File: src/rtl/irq_rst_pkg.sv
package irq_rst_pkg;

  typedef enum logic [1:0] {
    SEL_NONE,
    SEL_GATE,
    SEL_STATUS,
    SEL_MASK
  } readSel_t;

  // Strobes from the decoder to the register datapath
  typedef struct packed {
    logic     wrGate;
    logic     wrStatus;
    logic     wrMask;
    logic     doReset;
    readSel_t rdSel;
  } ctrlStrobe_t;

endpackage

File: src/rtl/irq_rst_ctrl.sv
module irq_rst_ctrl
  import irq_rst_pkg::*;
#(
  parameter int ADDR_W = 8,
  parameter int DATA_W = 32,
  parameter logic [ADDR_W-1:0] GATE_OFF = 8'h1C,
  parameter logic [ADDR_W-1:0] STATUS_OFF = 8'h20,
  parameter logic [ADDR_W-1:0] MASK_OFF = 8'h28,
  parameter logic [ADDR_W-1:0] RESET_OFF = 8'h40,
  parameter logic [DATA_W-1:0] RESET_KEY = 32'h0000_000A
) (
  input  logic              clk,
  input  logic              rstN,
  input  logic [ADDR_W-1:0] busAddr,
  input  logic              busWrEn,
  input  logic [DATA_W-1:0] busWrData,
  output ctrlStrobe_t       stb,
  output logic              softRstOut
);

  logic keyHit;
  logic softRstQ;

  assign keyHit = busWrEn && (busAddr == RESET_OFF) && (busWrData == RESET_KEY);

  always_comb begin
    stb          = '0;
    stb.rdSel    = SEL_NONE;
    stb.wrGate   = busWrEn && (busAddr == GATE_OFF);
    stb.wrStatus = busWrEn && (busAddr == STATUS_OFF);
    stb.wrMask   = busWrEn && (busAddr == MASK_OFF);
    stb.doReset  = keyHit;
    if (busAddr == GATE_OFF)        stb.rdSel = SEL_GATE;
    else if (busAddr == STATUS_OFF) stb.rdSel = SEL_STATUS;
    else if (busAddr == MASK_OFF)   stb.rdSel = SEL_MASK;
  end

  // Pulse to the peripheral is registered so it is glitch free
  always_ff @(posedge clk or negedge rstN) begin
    if (!rstN) softRstQ <= 1'b0;
    else       softRstQ <= keyHit;
  end

  assign softRstOut = softRstQ;

  // a non-key write to the reset offset never produces a pulse
  p_bad_key_ignored_r9: assert property (@(posedge clk) disable iff (!rstN)
    (busWrEn && busAddr == RESET_OFF && busWrData != RESET_KEY) |=> !softRstOut);

  // every pulse is preceded by an exact key write
  p_pulse_has_key_r8: assert property (@(posedge clk) disable iff (!rstN)
    $rose(softRstOut) |-> $past(busWrEn && busAddr == RESET_OFF && busWrData == RESET_KEY));

endmodule

File: src/rtl/irq_rst_regs.sv
module irq_rst_regs
  import irq_rst_pkg::*;
#(
  parameter int DATA_W = 32,
  parameter int NUM_EVT = 7
) (
  input  logic              clk,
  input  logic              rstN,
  input  ctrlStrobe_t       stb,
  input  logic [DATA_W-1:0] wrData,
  input  logic [NUM_EVT-1:0] evtIn,
  output logic [DATA_W-1:0] rdData,
  output logic              irqOut
);

  localparam int GATE_BIT = DATA_W - 1;
  localparam int PAD_W = DATA_W - NUM_EVT;

  logic [NUM_EVT-1:0] evtPrev;
  logic [NUM_EVT-1:0] rise;
  logic [NUM_EVT-1:0] statusQ;
  logic [NUM_EVT-1:0] maskQ;
  logic               gateQ;

  always_ff @(posedge clk or negedge rstN) begin
    if (!rstN) evtPrev <= '0;
    else       evtPrev <= evtIn;
  end

  assign rise = evtIn & ~evtPrev;

  // One sticky cell per event; a fresh event outranks a clear
  for (genvar i = 0; i < NUM_EVT; i++) begin : g_status
    always_ff @(posedge clk or negedge rstN) begin
      if (!rstN)               statusQ[i] <= 1'b0;
      else if (stb.doReset)    statusQ[i] <= 1'b0;
      else if (rise[i])        statusQ[i] <= 1'b1;
      else if (stb.wrStatus && wrData[i]) statusQ[i] <= 1'b0;
    end
  end

  always_ff @(posedge clk or negedge rstN) begin
    if (!rstN) begin
      maskQ <= '0;
      gateQ <= 1'b0;
    end else if (stb.doReset) begin
      maskQ <= '0;
      gateQ <= 1'b0;
    end else begin
      if (stb.wrMask) maskQ <= wrData[NUM_EVT-1:0];
      if (stb.wrGate) gateQ <= wrData[GATE_BIT];
    end
  end

  assign irqOut = gateQ && |(statusQ & maskQ);

  always_comb begin
    unique case (stb.rdSel)
      SEL_GATE:   rdData = {gateQ, {(DATA_W-1){1'b0}}};
      SEL_STATUS: rdData = {{PAD_W{1'b0}}, statusQ};
      SEL_MASK:   rdData = {{PAD_W{1'b0}}, maskQ};
      default:    rdData = '0;
    endcase
  end

  // a rising event always lands in status unless a soft reset hits
  p_rise_sets_r2: assert property (@(posedge clk) disable iff (!rstN)
    (|rise && !stb.doReset) |=> ((statusQ & $past(rise)) == $past(rise)));

  // written ones clear, except where an event rose at that edge
  p_clear_r3: assert property (@(posedge clk) disable iff (!rstN)
    (stb.wrStatus && !stb.doReset) |=> ((statusQ & $past(wrData[NUM_EVT-1:0] & ~rise)) == '0));

  // without a clearing write nothing already set is lost
  p_sticky_r3: assert property (@(posedge clk) disable iff (!rstN)
    (!stb.wrStatus && !stb.doReset) |=> (($past(statusQ) & ~statusQ) == '0));

  // soft reset leaves the interrupt state empty and the request low
  p_soft_clear_r8: assert property (@(posedge clk) disable iff (!rstN)
    stb.doReset |=> (statusQ == '0 && maskQ == '0 && !gateQ && !irqOut));

endmodule

File: src/rtl/irq_rst_unit.sv
module irq_rst_unit
  import irq_rst_pkg::*;
#(
  parameter int ADDR_W = 8,
  parameter int DATA_W = 32,
  parameter int NUM_EVT = 7
) (
  input  logic               clk,
  input  logic               rstN,
  input  logic [ADDR_W-1:0]  busAddr,
  input  logic               busWrEn,
  input  logic [DATA_W-1:0]  busWrData,
  output logic [DATA_W-1:0]  busRdData,
  input  logic [NUM_EVT-1:0] evtIn,
  output logic               irqOut,
  output logic               softRstOut
);

  ctrlStrobe_t stb;

  irq_rst_ctrl #(
    .ADDR_W(ADDR_W),
    .DATA_W(DATA_W)
  ) ctrl_i (
    .clk(clk),
    .rstN(rstN),
    .busAddr(busAddr),
    .busWrEn(busWrEn),
    .busWrData(busWrData),
    .stb(stb),
    .softRstOut(softRstOut)
  );

  irq_rst_regs #(
    .DATA_W(DATA_W),
    .NUM_EVT(NUM_EVT)
  ) regs_i (
    .clk(clk),
    .rstN(rstN),
    .stb(stb),
    .wrData(busWrData),
    .evtIn(evtIn),
    .rdData(busRdData),
    .irqOut(irqOut)
  );

endmodule

File: config.mk
export PLATFORM = sky130hd
export DESIGN_NAME = irq_rst_unit
export DESIGN_NICKNAME = d
export VERILOG_FILES = /design/src/rtl/irq_rst_pkg.sv /design/src/rtl/irq_rst_ctrl.sv /design/src/rtl/irq_rst_regs.sv /design/src/rtl/irq_rst_unit.sv
export SDC_FILE = /design/constraint.sdc
export NUM_CORES = 1
export LEC_CHECK = 0
export ABC_AREA = 1
export BUFFER_PORTS_ARGS = -buffer_cell sky130_fd_sc_hd__buf_2
export CORE_ASPECT_RATIO = 1.2
export CORE_MARGIN = 2
export CORE_UTILIZATION = 49
export CTS_CLUSTER_SIZE = 25
export DETAILED_ROUTE_END_ITERATION = 10
export PLACE_DENSITY = 0.85
export SLEW_MARGIN = 15
export SYNTH_ARGS = -nofsm -noshare
export SYNTH_HDL_FRONTEND = slang
export SYNTH_SLANG_ARGS = --single-unit
File: constraint.sdc
create_clock -name clk -period 1.3 [get_ports clk]
set_clock_uncertainty 0.05 [all_clocks]
set_input_delay 0 -clock clk [delete_from_list [all_inputs] [get_ports clk]]
set_output_delay 0 -clock clk [all_outputs]
set_load 0.03 [all_outputs]
# Word level (Yosys, flattened, before mapping)
# Index checks and enable logic that the tools add are counted.
op_classes:
  eq_ne: 8
  n_bitwise: 3
  mux: 29
  n_reduce_logical: 23
ops:
  columns: ["operator", "count"]
  rows:
  - ["32-bit case mux with 3 select lines", 1]
  - ["32-bit by 4-bit == test with 1-bit output (second input constant)", 1]
  - ["1-bit 2-to-1 mux", 23]
  - ["3-bit nonzero test", 7]
  - ["8-bit by 6-bit == test with 1-bit output (second input constant)", 2]
  - ["7-bit AND", 2]
  - ["7-bit 2-to-1 mux", 2]
  - ["1-bit logical AND", 13]
  - ["8-bit by 5-bit == test with 1-bit output (second input constant)", 1]
  - ["8-bit by 7-bit == test with 1-bit output (second input constant)", 1]
  - ["7-bit inverter", 1]
  - ["7-bit OR reduction", 1]
  - ["2-bit 2-to-1 mux", 3]
  - ["2-bit == test (second input constant)", 2]
  - ["2-bit nonzero test", 2]
  - ["2-bit by 1-bit == test with 1-bit output (second input constant)", 1]
totals:
  output_inout_bits: 34
  reg_bits: 23

# Depth between registers and ports, before layout
logic_depth:
  word_depth: 6
  mapped_depth: 10
  ltp_nobuf: 9

# Cells and area by module
# A second synthesis with hierarchy kept.
unflattened:
  hier_cells: 206
  area_unflattened_um2: 1520.2
modules_own_cells:
  columns: ["mod", "cells_per_inst", "instances", "area_per_inst_um2", "seq_area_each_um2"]
  rows:
  - ["irq_rst_regs", 137, 1, 1197.4, 550.5]
  - ["irq_rst_ctrl", 69, 1, 322.8, 25.0]

# Least setup slack after synthesis
# No wires, ideal clock.
synth_timing:
  path_type: "register -> output"
  from: "register regs_i.maskQ[3]"
  to: "output port irqOut"
  slack_ns: 0.173
  t_required_ns: 1.250
  stages_incl_launch_ff: 5
  path_buffers: 0
  arrival_ns: 1.077
  path_cell_list: "dfrtp_1 -> inv_1 -> o22ai_1 -> nor2_1 -> a21oi_1"
synth_via:
  elab_chain_len: 3
synth_lines:
  columns: ["item", "line_no", "source"]
  rows:
  - ["from (decl)", "irq_rst_regs.sv:22", "logic [NUM_EVT-1:0] maskQ;"]
  - ["from (signal assigned)", "irq_rst_regs.sv:50", "if (stb.wrMask) maskQ <= wrData[NUM_EVT-1:0];"]
  - ["7-bit AND", "irq_rst_regs.sv:55", "assign irqOut = gateQ && |(statusQ & maskQ);"]
  - ["7-bit OR reduction", "irq_rst_regs.sv:55", null]
  - ["1-bit logical AND", "irq_rst_regs.sv:55", null]
  - ["to (decl)", "irq_rst_unit.sv:15", "output logic irqOut,"]
# Every way passes these cells.

# Worst setup path in the final report
layout_timing:
  from: "register regs_i.statusQ[5]"
  to: "output port irqOut"
layout_via:
  elab_chain_len: 3
layout_lines:
  columns: ["item", "line_no", "source"]
  rows:
  - ["from (decl)", "irq_rst_regs.sv:21", "logic [NUM_EVT-1:0] statusQ;"]
  - ["from (signal, indexed assignment)", "irq_rst_regs.sv:35", "if (!rstN) statusQ[i] <= 1'b0;"]
  - ["from (signal, indexed assignment)", "irq_rst_regs.sv:36", "else if (stb.doReset) statusQ[i] <= 1'b0;"]
  - ["from (signal, indexed assignment)", "irq_rst_regs.sv:37", "else if (rise[i]) statusQ[i] <= 1'b1;"]
  - ["7-bit AND", "irq_rst_regs.sv:55", null]
  - ["7-bit OR reduction", "irq_rst_regs.sv:55", null]
  - ["1-bit logical AND", "irq_rst_regs.sv:55", null]
# Every way passes these cells.

==> results.txt <==
The run finished with clean final reports. The count of standard-cell rows came out at 23. For this configuration, the core starts out at a cell density of 0.500. The fraction of final layout cells with drive strength greater than 1 is 0.261. The total iterations of the first detailed-routing run came out at 4. The synthesis warning total is 0. The wire length after detailed routing came out at 3.86 mm.

The tree is rooted in a sky130_fd_sc_hd__clkbuf_8. The fraction of registers with async set or reset after synthesis came out at 1.00. The clock input transition at the sequential cells of the worst setup and hold paths came out at approximately 0.080 ns. The maximum number of pins on one net before global-route repair came out at 24. The cell leakage power is approximately 1.2 nW.

The maximum clock frequency came out at roughly 800 MHz. The hold slack came out at 0.0357 ns. The mux cell area share after synthesis came out at 0. The finished layout holds about 360 standard cells, fillers aside. The clock power share is 0.279. The critical path is of the register to primary output type.

The worst setup path is launched from a register. The number of different library cells used by synthesis comes to 20. The fraction of the cycle the final worst path needs is 0.978.

After the first detailed-routing iteration, the DRC count stood at 59. The complex-gate fraction of the synthesized area is 0.0435. The HPWL reported at the end of detailed placement is 2.86 mm. In the routed design, unresolved DRC markers number 0. The post-synthesis simple-gate area fraction came out at 0.373. The number of hold violations in the final report is 0. In this run, CTS created clock tree buffers numbering 3. The global-route total usage across every layer came out at 0.211. Each instance of the synthesized netlist takes up on average 6.50 µm². The region available for standard cell placement spans roughly 3300 µm².

By area, the combinational part of the netlist is dominated by simple AND/OR/NAND/NOR gates. The congestion estimate from routability-driven global placement came to 0.895. Across the run, the number of max-cap violations was 0. The total via count after detailed routing is 1693. The max-slew violation count is 0. The switching share of total power came out at 0.296. The sum of negative setup slack came out at 0 ns.

The fill cell total of the finished layout came out at 283. 0 antenna diodes ended up in the layout. After detailed routing, the average wire length per cell comes to 10.6 µm. The number of enable flip-flop cells after synthesis came out at 0. sky130_fd_sc_hd__dfrtp_1 takes more of the synthesized area than any other cell. The synthesis-to-finish area growth is 30.5%. The top-level port count is 84. The time the final worst path needs with I/O delays and setup is 1.27 ns. The total number of clock tree sinks came out at 23. The number of antenna-violating nets in the routed design is 0. For this run the aggregate overflow at the end of global routing stands at 0. The later pin in the worst-skew pair is clocked with a latency of 0.26 ns. For this run, the leading register cell type out of synthesis is sky130_fd_sc_hd__dfrtp_1.

Setup repair after global routing could not meet its margin everywhere. The share of the Yosys chip area taken by registers is 0.351. Sorting the synthesized cells by how often they occur yields sky130_fd_sc_hd__nand2_1, sky130_fd_sc_hd__inv_1, sky130_fd_sc_hd__nor2_1. The cell count after synthesis came out at around 250.

The worst-case IR drop observed on VDD is 0.000700 V. The arrival time reported for the critical path endpoint is 1.22 ns. The total internal power is around 1.1 mW. Buffers placed on the I/O ports in this run total roughly 60. STA puts the critical path data required time at between 1 and 1.5 ns. The number of H-tree branching levels came out at 1.

The die is 56.8 µm wide. The slew at the pin closest to its max-slew limit is 0.502 ns. The total net switching power is 0.456 mW. Yosys attributes the largest share of cell area to sky130_fd_sc_hd__dfrtp_1, sky130_fd_sc_hd__nand2_1, sky130_fd_sc_hd__buf_4, sky130_fd_sc_hd__inv_1, sky130_fd_sc_hd__nor2_1. The clock passes through at most 2 buffers. The xor-xnor portion of the synthesized cell area is 0. The share of synthesized area in the top cell type comes to 0.351. The final design area excluding fillers came out at 2140 µm². In this run the tightest slew margin relative to its limit is 0.666. The number of global-route vias before repair came out at 1554.

At the end of the flow, the number of nets in the layout was approximately 380. Among all cell types in the netlist, the one instantiated most often is sky130_fd_sc_hd__nand2_1. The biggest fanout along the worst timing path is 2. The area of the mapped netlist is about 1600 µm².

The sequential fraction of design power is 0.486. The path class of the tightest hold or removal check is input port to register. The power per cell area came out at 721 nW/µm². The share of total power dissipated in combinational logic is 0.234. The total die area is between 3000 and 4000 µm². Measured on the finished design, the core utilization comes to 0.652. TritonCTS built the clock tree. The vertical extent of the die came out at 67.4 µm.

The flip-flop and latch count after synthesis came out at 23. The initial antenna violation count is 0. The first global-routing pass estimated about 6.3 mm of wire. The count of placed standard cells including taps is 347. Of the total synthesized cell area, the portion taken by full adders, half adders and majority gates is 0. The number of setup violations in the final report came out at 0. Using the TritonRoute via totals, the vias-per-cell ratio works out to 4.66. The post-place instance area came out at 1890 µm².

STA classifies the critical path endpoint as a primary output.
## power groups by stage
stage	Combinational (mW)	Sequential, mW	Clock (mW)
2_1_floorplan	0.246	0.760	0
3_3_place_gp	0.309	0.762	0
3_5_place_dp	0.314	0.763	0
4_1_cts	0.353	0.749	0.437
5_1_grt	0.400	0.753	0.469
6_report	0.361	0.749	0.431
## timing repair
item	4_1_cts	5_1_grt
cloned	0	0
hold endpoints to repair	36	0
pin swaps	1	18
buffers inserted	0	2
hold buffers	16	0
gates resized for setup	2	19
endpoints found under the setup margin	1	17
## critical path, cell delays in order (launching register included)
cell and delay [ns]:
sky130_fd_sc_hd__dfrtp_1 0.37, sky130_fd_sc_hd__inv_2 0.05, sky130_fd_sc_hd__o22ai_2 0.19, sky130_fd_sc_hd__a21oi_2 0.05, sky130_fd_sc_hd__a21oi_1 0.14, sky130_fd_sc_hd__buf_4 0.17
## kinds of logic (layout without fill, tap and decap cells)
logic type / after synthesis / after routing
compound gates: 12 / 12
buf+inv: 75 / 126
flops: 23 / 23
other cells: 1 / 24
simple gates: 141 / 141
## registers in the layout, summed over array words and instances (netlist names)
register / count
regs_i.evtPrev: 7
regs_i.maskQ: 7
regs_i.statusQ: 7
ctrl_i.softRstOut: 1
regs_i.gateQ: 1
## per-layer routing
layer / track usage / share of wire / vias up
met4: 0.0814 / 0.012 / 0
li1: - / - / 865
met2: 0.407 / 0.54 / 64
met1: 0.236 / 0.40 / 756
met3: 0.0249 / 0.050 / 8
met5: 0 / 0 / -
## cells in the final DEF, fill, tap and decap left out
cell / count
sky130_fd_sc_hd__clkbuf_1: 1
sky130_fd_sc_hd__nor2_2: 10
sky130_fd_sc_hd__nand2_2: 2
sky130_fd_sc_hd__a21oi_2: 1
sky130_fd_sc_hd__buf_2: 52
sky130_fd_sc_hd__inv_2: 4
sky130_fd_sc_hd__nand2_4: 1
sky130_fd_sc_hd__nor3_1: 1
sky130_fd_sc_hd__nand3_1: 10
sky130_fd_sc_hd__nand2_1: 66
sky130_fd_sc_hd__o22ai_2: 2
sky130_fd_sc_hd__inv_1: 45
sky130_fd_sc_hd__nor2_4: 3
sky130_fd_sc_hd__a21oi_1: 1
sky130_fd_sc_hd__dlygate4sd3_1: 14
sky130_fd_sc_hd__conb_1: 24
sky130_fd_sc_hd__dlymetal6s4s_1: 2
sky130_fd_sc_hd__dfrtp_1: 23
sky130_fd_sc_hd__nand3b_1: 1
sky130_fd_sc_hd__o22ai_1: 7
sky130_fd_sc_hd__nand3_2: 2
sky130_fd_sc_hd__nand4_1: 9
sky130_fd_sc_hd__nor4_1: 2
sky130_fd_sc_hd__buf_4: 5
sky130_fd_sc_hd__nor2_1: 34
sky130_fd_sc_hd__clkbuf_8: 3
sky130_fd_sc_hd__o21ai_0: 1
## per-stage QoR
stage          setup slack, ns  power [mW]
4_1_cts                0.00447        1.54
6_report                0.0283        1.54
5_1_grt                -0.0387        1.62
2_1_floorplan            0.173        1.01
3_5_place_dp             0.160        1.08
3_3_place_gp             0.186        1.07
## cell type report
cell class / instances / area (µm²) / share of cell area
multi-input combinational: 177 / 825 / 0.386
clock buffer: 4 / 45.0 / 0.0211
timing repair buffer: 73 / 463 / 0.217
tap: 37 / 46.3 / 0.0217
sequential: 23 / 576 / 0.269
inverter: 49 / 184 / 0.0860
## final timing paths
check / slack [ns] / cells past startpoint / start / end
worst max-delay path: 0.03 / 5 / regs_i.statusQ[5] / irqOut
worst min-delay path: 0.04 / 5 / busWrData[31] / regs_i.gateQ
worst max register to register: 0.45 / 5 / regs_i.statusQ[5] / regs_i.statusQ[5]
worst min register to register: 0.50 / 5 / regs_i.evtPrev[2] / regs_i.statusQ[2]
max in group asynchronous: 0.67 / 2 / rstN / regs_i.evtPrev[5]
min in group asynchronous: 0.18 / 2 / rstN / regs_i.maskQ[2]
Power figures use the tool's default switching activity.
